[config.mk]
export PLATFORM = sky130hd
export DESIGN_NAME = i2cfd_top
export DESIGN_NICKNAME = d
export VERILOG_FILES = /design/src/rtl/i2cfd_pkg.sv /design/src/rtl/i2cfd_sync.sv /design/src/rtl/i2cfd_flags.sv /design/src/rtl/i2cfd_pulse_cnt.sv /design/src/rtl/i2cfd_top.sv
export SDC_FILE = /design/constraint.sdc
export NUM_CORES = 1
export LEC_CHECK = 0
export BUFFER_PORTS_ARGS = -buffer_cell sky130_fd_sc_hd__buf_4
export CORE_MARGIN = 4
export CORE_UTILIZATION = 50
export DETAILED_ROUTE_END_ITERATION = 16
export HOLD_SLACK_MARGIN = 0.08
export PLACE_DENSITY = 0.76
export SLEW_MARGIN = 20
export SYNTH_ARGS = -nofsm -noshare
export SYNTH_HDL_FRONTEND = slang
export SYNTH_HIERARCHICAL = 1
export SYNTH_SLANG_ARGS = --single-unit
[constraint.sdc]
create_clock -name clk -period 2.35 [get_ports clk]
set_clock_uncertainty 0.1 [all_clocks]
set_input_delay 0 -clock clk [delete_from_list [all_inputs] [get_ports clk]]
set_output_delay 0 -clock clk [all_outputs]
set_load 0.05 [all_outputs]
[src/rtl/i2cfd_pkg.sv]
package i2cfd_pkg;

  typedef enum logic [2:0] {
    ST_IDLE,
    ST_START,
    ST_STOP,
    ST_CLR_LO,
    ST_CLR_HI
  } fd_state_e;

  localparam int FLG_START = 0;
  localparam int FLG_STOP  = 1;
  localparam int FLG_ERR   = 2;
  localparam int NUM_FLAGS = 3;

endpackage

[src/rtl/i2cfd_sync.sv]
module i2cfd_sync #(
  parameter int WIDTH  = 2,
  parameter int STAGES = 2
) (
  input  logic             clk,
  input  logic             rst_n,
  input  logic [WIDTH-1:0] d,
  output logic [WIDTH-1:0] q
);

  logic [WIDTH-1:0] stg [STAGES];

  for (genvar g = 0; g < STAGES; g++) begin : g_stage
    if (g == 0) begin : g_first
      always_ff @(posedge clk or negedge rst_n) begin
        if (!rst_n) stg[g] <= '1;
        else        stg[g] <= d;
      end
    end else begin : g_next
      always_ff @(posedge clk or negedge rst_n) begin
        if (!rst_n) stg[g] <= '1;
        else        stg[g] <= stg[g-1];
      end
    end
  end

  assign q = stg[STAGES-1];

endmodule

[src/rtl/i2cfd_flags.sv]
module i2cfd_flags #(
  parameter int N = 3
) (
  input  logic         clk,
  input  logic         rst_n,
  input  logic         soft_rst,
  input  logic [N-1:0] set,
  input  logic [N-1:0] clr,
  output logic [N-1:0] q
);

  logic [N-1:0] q_n;

  always_comb begin
    if (soft_rst) q_n = '0;
    else          q_n = (q & ~clr) | set;
  end

  always_ff @(posedge clk or negedge rst_n) begin
    if (!rst_n) q <= '0;
    else        q <= q_n;
  end

  // a set flag survives unless its own clear strobe was high
  a_r10_sticky_hold: assert property (@(posedge clk) disable iff (!rst_n)
    !soft_rst |=> ((q | $past(clr)) & $past(q)) == $past(q));

  // a set in the same cycle as a clear wins
  a_r10_set_wins: assert property (@(posedge clk) disable iff (!rst_n)
    (|set && !soft_rst) |=> ((q & $past(set)) == $past(set)));

  // soft reset empties every flag
  a_r11_flags_cleared: assert property (@(posedge clk) disable iff (!rst_n)
    soft_rst |=> (q == '0));

endmodule

[src/rtl/i2cfd_pulse_cnt.sv]
module i2cfd_pulse_cnt #(
  parameter int MAX = 10,
  localparam int CW = $clog2(MAX + 1)
) (
  input  logic          clk,
  input  logic          rst_n,
  input  logic          clr,
  input  logic          inc,
  output logic [CW-1:0] cnt,
  output logic          last
);

  logic [CW-1:0] cnt_n;
  logic          cnt_en;

  assign cnt_en = clr | inc;
  assign last   = (cnt == CW'(MAX - 1));

  always_comb begin
    if (clr) cnt_n = '0;
    else     cnt_n = cnt + 1'b1;
  end

  always_ff @(posedge clk or negedge rst_n) begin
    if (!rst_n)      cnt <= '0;
    else if (cnt_en) cnt <= cnt_n;
  end

  // the bus-clear pulse count never exceeds its limit
  a_r9_cnt_bound: assert property (@(posedge clk) disable iff (!rst_n)
    cnt <= CW'(MAX));

endmodule

[src/rtl/i2cfd_top.sv]
module i2cfd_top
  import i2cfd_pkg::*;
#(
  parameter int SYNC_STAGES = 2,
  parameter int CLR_PULSES  = 10,
  localparam int CW = $clog2(CLR_PULSES + 1)
) (
  input  logic clk,
  input  logic rst_n,
  input  logic soft_rst,
  input  logic tick,
  input  logic busy,
  input  logic start_req,
  input  logic stop_req,
  input  logic sda_rel,
  input  logic bit_chk,
  input  logic sda_in,
  input  logic scl_in,
  input  logic clr_start,
  input  logic clr_stop,
  input  logic clr_err,
  output logic sda_oe,
  output logic scl_oe,
  output logic flag_start,
  output logic flag_stop,
  output logic flag_err,
  output logic start_pending,
  output logic stop_pending,
  output logic sda_low,
  output logic scl_low
);

  fd_state_e st, st_n;
  logic [1:0] lines_s;
  logic sda_s, scl_s;
  logic [NUM_FLAGS-1:0] set_v, clr_v, flags;
  logic start_done, stop_done;
  logic start_pend, stop_pend, start_pend_n, stop_pend_n;
  logic cnt_clr, cnt_inc, cnt_last;
  logic [CW-1:0] cnt;

  // line synchronizer: bit 1 carries SDA, bit 0 carries SCL
  i2cfd_sync #(.WIDTH(2), .STAGES(SYNC_STAGES)) u_sync (
    .clk   (clk),
    .rst_n (rst_n),
    .d     ({sda_in, scl_in}),
    .q     (lines_s)
  );
  assign sda_s   = lines_s[1];
  assign scl_s   = lines_s[0];
  assign sda_low = ~sda_s;
  assign scl_low = ~scl_s;

  i2cfd_pulse_cnt #(.MAX(CLR_PULSES)) u_cnt (
    .clk   (clk),
    .rst_n (rst_n),
    .clr   (cnt_clr),
    .inc   (cnt_inc),
    .cnt   (cnt),
    .last  (cnt_last)
  );

  always_comb begin
    clr_v            = '0;
    clr_v[FLG_START] = clr_start;
    clr_v[FLG_STOP]  = clr_stop;
    clr_v[FLG_ERR]   = clr_err;
  end

  i2cfd_flags #(.N(NUM_FLAGS)) u_flags (
    .clk      (clk),
    .rst_n    (rst_n),
    .soft_rst (soft_rst),
    .set      (set_v),
    .clr      (clr_v),
    .q        (flags)
  );
  assign flag_start = flags[FLG_START];
  assign flag_stop  = flags[FLG_STOP];
  assign flag_err   = flags[FLG_ERR];

  // next-state logic
  always_comb begin
    st_n       = st;
    set_v      = '0;
    start_done = 1'b0;
    stop_done  = 1'b0;
    cnt_clr    = 1'b0;
    cnt_inc    = 1'b0;
    case (st)
      ST_IDLE: begin
        if (!busy && start_pend) begin
          if (!scl_s) begin
            set_v[FLG_ERR]   = 1'b1;
            set_v[FLG_START] = 1'b1;
            start_done       = 1'b1;
          end else if (!sda_s) begin
            st_n    = ST_CLR_LO;
            cnt_clr = 1'b1;
          end else begin
            st_n = ST_START;
          end
        end else if (!busy && stop_pend) begin
          if (!scl_s) begin
            set_v[FLG_ERR]  = 1'b1;
            set_v[FLG_STOP] = 1'b1;
            stop_done       = 1'b1;
          end else begin
            st_n = ST_STOP;
          end
        end
      end
      ST_START: begin
        if (tick) begin
          set_v[FLG_START] = 1'b1;
          start_done       = 1'b1;
          st_n             = ST_IDLE;
        end
      end
      ST_STOP: begin
        if (tick) begin
          set_v[FLG_STOP] = 1'b1;
          stop_done       = 1'b1;
          st_n            = ST_IDLE;
        end
      end
      ST_CLR_LO: begin
        if (tick) st_n = ST_CLR_HI;
      end
      ST_CLR_HI: begin
        if (tick) begin
          cnt_inc = 1'b1;
          if (sda_s) begin
            st_n = ST_START;
          end else if (cnt_last) begin
            set_v[FLG_ERR]   = 1'b1;
            set_v[FLG_START] = 1'b1;
            start_done       = 1'b1;
            st_n             = ST_IDLE;
          end else begin
            st_n = ST_CLR_LO;
          end
        end
      end
      default: st_n = ST_IDLE;
    endcase
    if (bit_chk && sda_rel && !sda_s) set_v[FLG_ERR] = 1'b1;
    if (soft_rst) st_n = ST_IDLE;
  end

  always_comb begin
    if (soft_rst)        start_pend_n = 1'b0;
    else if (start_req)  start_pend_n = 1'b1;
    else if (start_done) start_pend_n = 1'b0;
    else                 start_pend_n = start_pend;

    if (soft_rst)        stop_pend_n = 1'b0;
    else if (stop_req)   stop_pend_n = 1'b1;
    else if (stop_done)  stop_pend_n = 1'b0;
    else                 stop_pend_n = stop_pend;
  end

  always_ff @(posedge clk or negedge rst_n) begin
    if (!rst_n) begin
      st         <= ST_IDLE;
      start_pend <= 1'b0;
      stop_pend  <= 1'b0;
    end else begin
      st         <= st_n;
      start_pend <= start_pend_n;
      stop_pend  <= stop_pend_n;
    end
  end

  assign sda_oe        = (st == ST_START) || (st == ST_STOP);
  assign scl_oe        = (st == ST_CLR_LO);
  assign start_pending = start_pend;
  assign stop_pending  = stop_pend;

  // a start request on a low SCL ends as error plus start flag
  a_r3_start_scl_low: assert property (@(posedge clk) disable iff (!rst_n)
    (st == ST_IDLE && start_pend && !busy && !scl_s && !soft_rst && !start_req)
    |=> (flag_err && flag_start && !start_pending && !sda_oe && !scl_oe));

  // a stop request on a low SCL ends as error plus stop flag
  a_r4_stop_scl_low: assert property (@(posedge clk) disable iff (!rst_n)
    (st == ST_IDLE && stop_pend && !start_pend && !busy && !scl_s && !soft_rst && !stop_req)
    |=> (flag_err && flag_stop && !stop_pending && !sda_oe && !scl_oe));

  // a busy bus keeps the supervisor idle
  a_r5_busy_idle: assert property (@(posedge clk) disable iff (!rst_n)
    (st == ST_IDLE && busy) |=> (st == ST_IDLE && !sda_oe && !scl_oe));

  // SDA and SCL are never pulled at the same time
  a_r6_single_line: assert property (@(posedge clk) disable iff (!rst_n)
    !(sda_oe && scl_oe));

  // SDA seen high after a pulse leads to the START
  a_r8_clear_success: assert property (@(posedge clk) disable iff (!rst_n)
    (st == ST_CLR_HI && tick && sda_s && !soft_rst) |=> (st == ST_START));

  // still low after the last pulse gives error plus start flag
  a_r9_clear_fail: assert property (@(posedge clk) disable iff (!rst_n)
    (st == ST_CLR_HI && tick && !sda_s && cnt_last && !soft_rst && !start_req)
    |=> (flag_err && flag_start && !start_pending && st == ST_IDLE));

  // soft reset idles the block and releases both lines
  a_r11_soft_idle: assert property (@(posedge clk) disable iff (!rst_n)
    soft_rst |=> (st == ST_IDLE && !start_pending && !stop_pending && !sda_oe && !scl_oe));

endmodule

==> out/metrics.csv, run 1 <==
stage,metric,value,unit
global_route,GRT Overall Usage,19.8,%
final_layout,fraction of layout cells with a size suffix above 1,29.3,%
power_and_ir_drop,Logic pwr share,20.2,%
setup_path,R2R Setup Slk,0.15,ns
setup_path,CP Launch Type,flop,
timing,setup violators final,0,
synth,post-synthesis xor/xnor area fraction,1.96,%
synth,"Seq/Total Area, Yosys",45.4,%
synth,YS warnings,6,
synth,simple-gate share of the synthesized area,21.0,%
clock_network,Setup Buffers After CTS,0,
clock_network,H-tree lvl count,1,
clock_network,CTS tree,built,
floorplan,cell row count,15,
synth,adder-cell share of the synthesized area,2.80,%
floorplan,Die Wd,50.3,microns
timing,final worst-path cycle share,93.8,%
routing,DRC Markers,0,
clock_network,CTS Buffer Depth,2,
synth,number of synthesized flops with an enable pin,0,
clock_network,Sink Count,16,
global_route,vias in the first global route,824,
final_layout,diodes inserted,0,
setup_path,CP arrival,2.34,ns
synth,Netlist cell types,33,
synth,"FF+latch count, synth",16,
timing,final worst slack,0.147,ns
setup_path,r2r startpoint,st[1],
setup_path,crit path kind,flop to flop,
global_route,largest net degree at the start of global routing,14,
clock_network,"Clk pin slew, worst setup/hold paths",0.09,ns
run,Max Cap Violations,0,
timing,Max Freq,454,MHz
floorplan,DIE HEIGHT,50.3,microns
synth,ys flop type,dfrtp_1,
clock_network,root buf cell,clkbuf_4,
global_route,global-route wire length before repair,3800,microns
power_and_ir_drop,net switching power,170,uW
clock_network,Clock Latency Late Sink,0.29,ns
timing,Worst Tran Pin Value,0.565,ns
placed_design,Post-DP HPWL,1420,microns
power_and_ir_drop,internal power,439,uW
placed_design,Place WS,0.326,ns
final_layout,Final Util,70.3,%
floorplan,Starting Density,52.3,%
routing,drt wl/cell,14.2,microns
global_route,GRT overflow,0,
setup_path,worst r2r path cells,6,
routing,final wirelength,2100,microns
power_and_ir_drop,VDD IR max,0.000430,V
floorplan,die area,2530,sq um
synth,"Avg Cell Area, Syn",9.93,sq um
floorplan,CORE AREA,1710,sq um
setup_path,CP max FO,11,
power_and_ir_drop,sequential group share of total power,49.8,%
min_path,Hold Crit Class,input pin to asynchronous set/reset pin,
synth,mux cell area share after synthesis,1.68,%
timing,slew margin rel.,62.2,%
synth,Synth Area in Compound Gates,18.6,%
routing,initial DRC count,12,
final_layout,most frequent cells in the layout,"23 x buf_4, 12 x dfrtp_1, 11 x dlygate4sd3_1, 10 x nor2_1, 9 x inv_1",
timing,RSZ-0062 raised after global routing,no,
power_and_ir_drop,Sw Share,28.0,%
clock_network,total CTS buffers,3,
synth,Netlist Area Pre-Place,893,sq um
routing,Vias/cell,5.27,
power_and_ir_drop,power per cell area,507,nW/um^2
floorplan,# IOs,23,
power_and_ir_drop,clock network fraction of total power,30.0,%
synth,ys async rst share,100,%
setup_path,CP Capture Point,u_flags/q[2],
setup_path,crit path from,st[1],
final_layout,Nets,140,
timing,Slew Limit Fails,0,
timing,Final min period,2.20,ns
run_status,status,"finished, final reports clean",
routing,via count,780,
timing,setup TNS,0,ns
synth,Mapped Cells,90,
timing,"Hold Violations, Final",0,
final_layout,"commonest non-fill, non-tap cell in the layout",buf_4,
placed_design,RePlAce Congestion,0.796,
setup_path,Crit path required time,2.48,ns
global_route,initial antenna violation count,0,
synth,Mapped Nets,106,
setup_path,crit end category,flop,
placed_design,port bufs,22,
power_and_ir_drop,Leak,0.556,nW
routing,Post-DRT Antenna Nets,0,
final_layout,Area Overhead vs Synth,34.5,%
setup_path,R2R Path End,u_flags/q[2],
routing,Detailed Routing Iterations Pass 1,4,
synth,largest family of logic cells by synthesized area,simple AND/OR/NAND/NOR gates,
==> how the worst min path moves through the flow <==
| stage | cells after the start | endpoint | slack, ns |
|---|---|---|---|
| 6_report | 2 | u_sync/q[0] | 0.11 |
| 5_1_grt | 2 | u_sync/q[0] | 0.13 |
| 4_1_cts | 5 | u_cnt/cnt[0] | 0.10 |
| 3_5_place_dp | 1 | u_flags/q[1] | -0.23 |
| 3_3_place_gp | 1 | u_cnt/cnt[2] | -0.23 |
| 2_1_floorplan | 0 | st[0] | -0.40 |
==> cells in the mapped netlist (2+ instances only) <==
master,count,area (sq um)
a211oi_1,2,15.0
dfstp_2,4,105
o22ai_1,2,12.5
inv_1,9,33.8
nor2_1,10,37.5
nor3_1,2,10.0
a22oi_1,2,15.0
ha_1,2,25.0
a21oi_1,7,35.0
dfrtp_1,12,300
o21ai_0,2,10.0
nand2_1,3,11.3
nor2b_1,3,18.8
a31oi_1,2,12.5
nand3b_1,3,22.5
buf_4,2,15.0
nand2b_1,5,31.3
xnor2_1,2,17.5
buf_6,2,22.5
==> power by group through the flow <==
| stage | clock network, mW | registers, mW | logic (mW) |
|---|---|---|---|
| after floorplan | 0 | 0.320 | 0.0513 |
| after global placement | 0 | 0.307 | 0.105 |
| after detailed placement | 0 | 0.308 | 0.107 |
| after CTS | 0.187 | 0.303 | 0.123 |
| after global routing | 0.200 | 0.306 | 0.133 |
| final | 0.183 | 0.303 | 0.123 |
==> repair_timing <==
item,4_1_cts,5_1_grt
endpoints found under the hold margin,26,0
gates resized for setup,0,0
hold buffers,11,0
==> registers in the layout (all words and copies together), names as in the netlist <==
signal / cells
u_cnt/cnt: 4
st: 3
u_flags/q: 3
u_sync/q: 2
u_sync/stg: 2
start_pending: 1
stop_pending: 1
==> routing by layer <==
metal	global-route usage, %	vias up	wire, microns
li1	-	378	-
met1	23.0	376	895
met2	34.8	21	1080
met3	4.15	5	92
met4	8.29	0	40
met5	0	-	0
==> cells by family (layout without fill, tap and decap cells) <==
logic type	count (synthesis)	count (layout)
DFF	16	16
muxes	1	1
adders and majority gates	2	2
xor gates and xnor gates	2	2
and+or+nand+nor	31	31
AOI/OAI and AO/OA	24	24
buffers and inverters	14	47
==> area by class of cell <==
| class | instances | area (sq um) |
|---|---|---|
| flip-flops and latches | 16 | 405 |
| fillers | 138 | 507 |
| well taps | 25 | 31.3 |
| clock buffers | 4 | 36.3 |
| multi-input cells | 60 | 412 |
| repair buffers | 34 | 283 |
| inverters | 9 | 33.8 |
==> critical path, stage by stage (launching register included) <==
cell and delay (ns):
dfrtp_1 0.53, and4bb_2 0.48, a22oi_1 0.09, o22ai_1 0.18, inv_1 0.07, a21oi_1 0.13
dlygate4sd3_1 0.56
==> through the flow <==
step / hold slack (ns) / instances / total power [mW] / cell area (sq um)
4_1_cts: 0.104 / 148 / 0.612 / 1200
3_5_place_dp: -0.229 / 133 / 0.414 / 1050
3_3_place_gp: -0.231 / 133 / 0.412 / 1050
5_1_grt: 0.133 / 148 / 0.638 / 1200
2_1_floorplan: -0.396 / 90 / 0.371 / 893
6_report: 0.109 / 148 / 0.609 / 1200
Power figures use the tool's default switching activity.
==> inputs of run 2 (changes only) <==
--- a/config.mk
+++ b/config.mk
@@ -9,8 +9,10 @@
 export CORE_MARGIN = 4
 export CORE_UTILIZATION = 50
 export DETAILED_ROUTE_END_ITERATION = 16
+export GPL_TIMING_DRIVEN = 0
 export HOLD_SLACK_MARGIN = 0.08
 export PLACE_DENSITY = 0.76
+export REMOVE_ABC_BUFFERS = 1
 export SLEW_MARGIN = 20
 export SYNTH_ARGS = -nofsm -noshare
 export SYNTH_HDL_FRONTEND = slang
==> constraint.sdc (replaced) <==
create_clock -name clk -period 2.35 [get_ports clk]
set_clock_uncertainty 0.1 [all_clocks]
set_input_delay 0.3525 -clock clk [delete_from_list [all_inputs] [get_ports clk]]
set_output_delay 0.3525 -clock clk [all_outputs]
set_load 0.05 [all_outputs]
==> out/metrics.csv, run 2 (synthesis results as in run 1) <==
stage,metric,value,unit,change
power_and_ir_drop,net switching power,164,uW,was 170 uW
clock_network,Sink Count,16,,unchanged
run_status,status,"finished, final reports clean",,unchanged
routing,initial DRC count,19,,was 12
timing,RSZ-0062 raised after global routing,no,,unchanged
final_layout,register area,405,sq um,unchanged
setup_path,crit path kind,flop to flop,,unchanged
floorplan,CORE AREA,1710,sq um,unchanged
final_layout,top flop regs,"u_cnt/cnt: 4 flops, st: 3 flops, u_flags/q: 3 flops",,unchanged
global_route,vias in the first global route,724,,was 824
floorplan,Die Wd,50.3,microns,unchanged
floorplan,die area,2530,sq um,unchanged
timing,final worst slack,0.173,ns,was 0.147 ns
run,Max Cap Violations,0,,unchanged
power_and_ir_drop,Design Power,593,uW,was 609 uW
timing,Final min period,2.18,ns,was 2.20 ns
global_route,initial antenna violation count,0,,unchanged
setup_path,delay of the slowest critical-path stage,0.55,ns,was 0.56 ns
power_and_ir_drop,power per cell area,533,nW/um^2,was 507 nW/um^2
routing,Vias/cell,5.27,,about the same
timing,Worst Tran Pin Value,0.615,ns,was 0.565 ns
final_layout,FILL cells,149,,was 138
routing,DRC Markers,0,,unchanged
setup_path,R2R Setup Slk,0.17,ns,was 0.15 ns
final_layout,fraction of layout cells with a size suffix above 1,30.7,%,was 29.3%
setup_path,Crit path required time,2.42,ns,was 2.48 ns
timing,setup violators final,0,,unchanged
routing,via count,733,,was 780
clock_network,total CTS buffers,3,,unchanged
setup_path,CP Launch Type,flop,,unchanged
timing,setup TNS,0,ns,unchanged
placed_design,Inst Count DP,132,,was 133
timing,"Hold Violations, Final",0,,unchanged
final_layout,diodes inserted,0,,unchanged
placed_design,port bufs,22,,unchanged
placed_design,RePlAce Congestion,0.769,,was 0.796
power_and_ir_drop,sequential group share of total power,51.0,%,was 49.8%
routing,drt wl/cell,13.1,microns,was 14.2 microns
routing,Post-DRT Antenna Nets,0,,unchanged
min_path,hold path depth,2,,
setup_path,worst r2r path cells,5,,was 6
clock_network,H-tree lvl count,1,,unchanged
clock_network,CTS tree,built,,unchanged
power_and_ir_drop,clock network fraction of total power,30.5,%,was 30.0%
clock_network,Setup Buffers After CTS,0,,unchanged
placed_design,placed inst area,1050,sq um,about the same
timing,slew margin rel.,58.7,%,was 62.2%
clock_network,CTS Buffer Depth,2,,unchanged
power_and_ir_drop,internal power,429,uW,was 439 uW
final_layout,max FFs per register,4,,unchanged
setup_path,crit end category,flop,,unchanged
final_layout,"commonest non-fill, non-tap cell in the layout",buf_4,,unchanged
final_layout,Non-Filler Instances,139,,was 148
final_layout,Finished Cell Area,1110,sq um,was 1200 sq um
global_route,GRT Overall Usage,16.8,%,was 19.8%
global_route,GRT overflow,0,,unchanged
setup_path,critical path's slowest cell,dfrtp_1,,was dlygate4sd3_1
power_and_ir_drop,VDD IR max,0.000434,V,was 0.000430 V
routing,Detailed Routing Iterations Pass 1,4,,unchanged
setup_path,CP Cell Sequence,nor4_4 -> nand2_1 -> nor3_1 -> nor2_1 -> mux2_4,,was and4bb_2 -> a22oi_1 -> o22ai_1 -> inv_1 -> a21oi_1 -> dlygate4sd3_1
clock_network,"Clk pin slew, worst setup/hold paths",0.10,ns,was 0.09 ns
power_and_ir_drop,Sw Share,27.6,%,was 28.0%
final_layout,most frequent cells in the layout,"22 x buf_4, 12 x dfrtp_1, 10 x nor2_1, 9 x inv_1, 7 x a21oi_1",,"was 23 x buf_4, 12 x dfrtp_1, 11 x dlygate4sd3_1, 10 x nor2_1, 9 x inv_1"
clock_network,CTS resizes,0,,unchanged
floorplan,Starting Density,52.3,%,unchanged
clock_network,root buf cell,clkbuf_4,,unchanged
global_route,global-route wire length before repair,3240,microns,was 3800 microns
routing,final wirelength,1820,microns,was 2100 microns
final_layout,Final Util,65.2,%,was 70.3%
clock_network,Clock Latency Late Sink,0.29,ns,about the same
setup_path,CP max FO,14,,was 11
final_layout,Nets,131,,was 140
timing,final worst-path cycle share,92.6,%,was 93.8%
floorplan,# IOs,23,,unchanged
power_and_ir_drop,Logic pwr share,18.5,%,was 20.2%
floorplan,DIE HEIGHT,50.3,microns,unchanged
placed_design,Place WS,0.219,ns,was 0.326 ns
timing,final hold slack,0.179,ns,was 0.109 ns
power_and_ir_drop,Leak,0.515,nW,was 0.556 nW
global_route,largest net degree at the start of global routing,17,,was 14
final_layout,Biggest register,u_cnt/cnt,,unchanged
timing,Max Freq,459,MHz,was 454 MHz
timing,Slew Limit Fails,0,,unchanged
floorplan,cell row count,15,,unchanged
setup_path,CP arrival,2.25,ns,was 2.34 ns
placed_design,Post-DP HPWL,1360,microns,was 1420 microns
final_layout,area of the multi-input gates,412,sq um,unchanged
clock_network,Post-CTS Hold Buffers,3,,was 11
final_layout,Area Overhead vs Synth,24.7,%,was 34.5%
min_path,Hold Crit Class,input pin to flop,,was input pin to asynchronous set/reset pin
run 2: cell types whose count changed in the layout (fill, tap and decap cells not counted), sizes merged:
| cell | delta |
|---|---|
| dlygate4sd3 | -8 |
| buf | -1 |
run 2: worst paths after layout:
check	end	start
min in group asynchronous	st[2]	rst_n
max	u_cnt/cnt[3]	st[2]
min	st[1]	soft_rst
max reg2reg	u_cnt/cnt[3]	st[2]
min reg2reg	u_sync/q[1]	u_sync/stg[3]
max in group asynchronous	u_sync/q[0]	rst_n
run 2: power by group through the flow:
stage	Combinational, mW	Sequential [mW]	Clock (mW)
global route	0.120	0.305	0.197
floorplan	0.0420	0.324	0
finish	0.110	0.302	0.181
global placement	0.104	0.307	0
CTS	0.111	0.302	0.185
detailed placement	0.106	0.307	0
run 2: routing by layer:
metal,part of all wire (%),vias to the layer above,track usage (%)
met5,0,-,0
met4,0.77,0,6.91
met3,4.9,2,2.08
met2,53,21,29.1
met1,41,348,21.0
li1,-,362,-
run 2: layout make-up:
cell class                      instances  share of cell area [%]
Inverter                                9                    3.03
Tap cell                               25                    2.81
Clock buffer                            4                    3.26
Multi-Input combinational cell         60                    37.0
Timing Repair Buffer                   25                    17.5
Sequential cell                        16                    36.4
run 2: critical path, delay by kind of cell, from the launching register on:
family	cells	cell delay (ns)
AND/OR/NAND/NOR	4	1.13
flip-flops	1	0.55
multiplexers	1	0.28
==> inputs of run 3 (changes only) <==
==> constraint.sdc (replaced) <==
create_clock -name clk -period 2.5 [get_ports clk]
set_clock_uncertainty 0.1 [all_clocks]
set_input_delay 0.375 -clock clk [delete_from_list [all_inputs] [get_ports clk]]
set_output_delay 0.375 -clock clk [all_outputs]
set_load 0.05 [all_outputs]
==> out/metrics.csv, run 3 (synthesis results as in run 1) <==
stage,metric,value,unit,change
run_status,status,"finished, final reports clean",,unchanged
clock_network,Post-CTS Hold Buffers,1,,was 3
run,Max Cap Violations,0,,unchanged
setup_path,r2r startpoint,st[2],,unchanged
final_layout,"commonest non-fill, non-tap cell in the layout",buf_4,,unchanged
setup_path,CP max FO,14,,unchanged
floorplan,CORE AREA,1710,sq um,unchanged
floorplan,# IOs,23,,unchanged
routing,Post-DRT Antenna Nets,0,,unchanged
setup_path,CP arrival,2.25,ns,about the same
floorplan,die area,2530,sq um,unchanged
final_layout,Nets,131,,unchanged
final_layout,Non-Filler Instances,139,,unchanged
placed_design,Post-DP HPWL,1360,microns,unchanged
setup_path,delay of the slowest critical-path stage,0.55,ns,about the same
min_path,HP Start,soft_rst,,unchanged
timing,Max Freq,459,MHz,about the same
setup_path,crit path kind,flop to flop,,unchanged
final_layout,diodes inserted,0,,unchanged
global_route,GRT overflow,0,,unchanged
global_route,global-route wire length before repair,3170,microns,was 3240 microns
timing,setup violators final,0,,unchanged
final_layout,FILL cells,149,,unchanged
floorplan,DIE HEIGHT,50.3,microns,unchanged
timing,"Hold Violations, Final",0,,unchanged
power_and_ir_drop,clock network fraction of total power,30.5,%,about the same
floorplan,Die Wd,50.3,microns,unchanged
clock_network,Clock Latency Late Sink,0.28,ns,was 0.29 ns
final_layout,max FFs per register,4,,unchanged
min_path,Hold Crit Class,input pin to flop,,unchanged
setup_path,crit end category,flop,,unchanged
power_and_ir_drop,VDD IR max,0.000406,V,was 0.000434 V
clock_network,Setup Buffers After CTS,0,,unchanged
routing,via count,730,,was 733
timing,slew margin rel.,59.1,%,was 58.7%
placed_design,RePlAce Congestion,0.769,,unchanged
routing,Detailed Routing Iterations Pass 1,4,,unchanged
global_route,vias in the first global route,734,,was 724
setup_path,"CP delay by family, top",simple AND/OR/NAND/NOR gates,,unchanged
setup_path,CP Launch Type,flop,,unchanged
timing,final worst-path cycle share,87.2,%,was 92.6%
power_and_ir_drop,Leak,0.515,nW,unchanged
power_and_ir_drop,net switching power,154,uW,was 164 uW
setup_path,Crit path required time,2.57,ns,was 2.42 ns
final_layout,Finished Cell Area,1110,sq um,unchanged
global_route,GRT Overall Usage,16.4,%,was 16.8%
setup_path,worst path bufs/invs,0,,unchanged
final_layout,fraction of layout cells with a size suffix above 1,30.7,%,unchanged
timing,setup TNS,0,ns,unchanged
floorplan,cell row count,15,,unchanged
power_and_ir_drop,Logic pwr share,18.5,%,about the same
placed_design,Inst Count DP,132,,unchanged
power_and_ir_drop,internal power,404,uW,was 429 uW
setup_path,critical path's slowest cell,dfrtp_1,,unchanged
clock_network,root buf cell,clkbuf_4,,unchanged
clock_network,"Clk pin slew, worst setup/hold paths",0.10,ns,about the same
power_and_ir_drop,power per cell area,500,nW/um^2,was 533 nW/um^2
power_and_ir_drop,Design Power,557,uW,was 593 uW
clock_network,Sink Count,16,,unchanged
timing,Final min period,2.18,ns,about the same
timing,final worst slack,0.320,ns,was 0.173 ns
timing,Slew Limit Fails,0,,unchanged
placed_design,port bufs,22,,unchanged
global_route,largest net degree at the start of global routing,17,,unchanged
placed_design,placed inst area,1050,sq um,unchanged
global_route,initial antenna violation count,0,,unchanged
clock_network,CTS Buffer Depth,2,,unchanged
final_layout,Biggest register,u_cnt/cnt,,unchanged
power_and_ir_drop,sequential group share of total power,51.0,%,about the same
routing,Vias/cell,5.25,,was 5.27
floorplan,Starting Density,52.3,%,unchanged
timing,Worst Tran Pin Value,0.608,ns,was 0.615 ns
routing,final wirelength,1810,microns,was 1820 microns
clock_network,total CTS buffers,3,,unchanged
timing,final hold slack,0.202,ns,was 0.179 ns
setup_path,crit path from,st[2],,unchanged
final_layout,Final Util,65.2,%,unchanged
routing,initial DRC count,19,,unchanged
timing,RSZ-0062 raised after global routing,no,,unchanged
routing,drt wl/cell,13.0,microns,was 13.1 microns
power_and_ir_drop,Sw Share,27.6,%,about the same
clock_network,H-tree lvl count,1,,unchanged
final_layout,top flop regs,"u_cnt/cnt: 4 flops, st: 3 flops, u_flags/q: 3 flops",,unchanged
final_layout,most frequent cells in the layout,"22 x buf_4, 12 x dfrtp_1, 10 x nor2_1, 9 x inv_1, 7 x a21oi_1",,unchanged
clock_network,CTS tree,built,,unchanged
clock_network,CTS resizes,0,,unchanged
routing,DRC Markers,0,,unchanged
final_layout,Area Overhead vs Synth,24.7,%,unchanged
setup_path,CP Cell Sequence,nor4_4 -> nand2_1 -> nor3_1 -> nor2_1 -> mux2_4,,unchanged
placed_design,Place WS,0.369,ns,was 0.219 ns
==> run 3: layout make-up <==
cell class | instances | area (sq um) | area share (%)
clock buffers | 4 | 36.3 | 3.26
inverters | 9 | 33.8 | 3.03
multi-input cells | 60 | 412 | 37.0
flip-flops and latches | 16 | 405 | 36.4
well taps | 25 | 31.3 | 2.81
repair buffers | 25 | 195 | 17.5
==> run 3: final timing paths <==
path	to	slack, ns	depth (start not counted)
setup / recovery	u_cnt/cnt[3]	0.32	5
hold / removal	st[1]	0.20	2
setup reg to reg	u_cnt/cnt[3]	0.32	5
hold reg to reg	u_sync/q[1]	0.26	0
max in group asynchronous	u_sync/q[0]	1.67	2
min in group asynchronous	st[2]	0.37	2
==> run 3: metal layers <==
metal  part of all wire [%]  global-route usage (%)  up-vias
li1                       -                       -      363
met1                     41                    19.6      343
met2                     53                    29.1       22
met3                    4.2                    2.08        2
met4                   0.77                    6.91        0
met5                      0                       0        -
==> run 3: power by group through the flow <==
stage,Combinational (mW),Sequential [mW],Clock (mW)
3_5_place_dp,0.0999,0.289,0
5_1_grt,0.112,0.287,0.185
3_3_place_gp,0.0982,0.288,0
4_1_cts,0.102,0.284,0.174
6_report,0.103,0.284,0.170
2_1_floorplan,0.0395,0.305,0
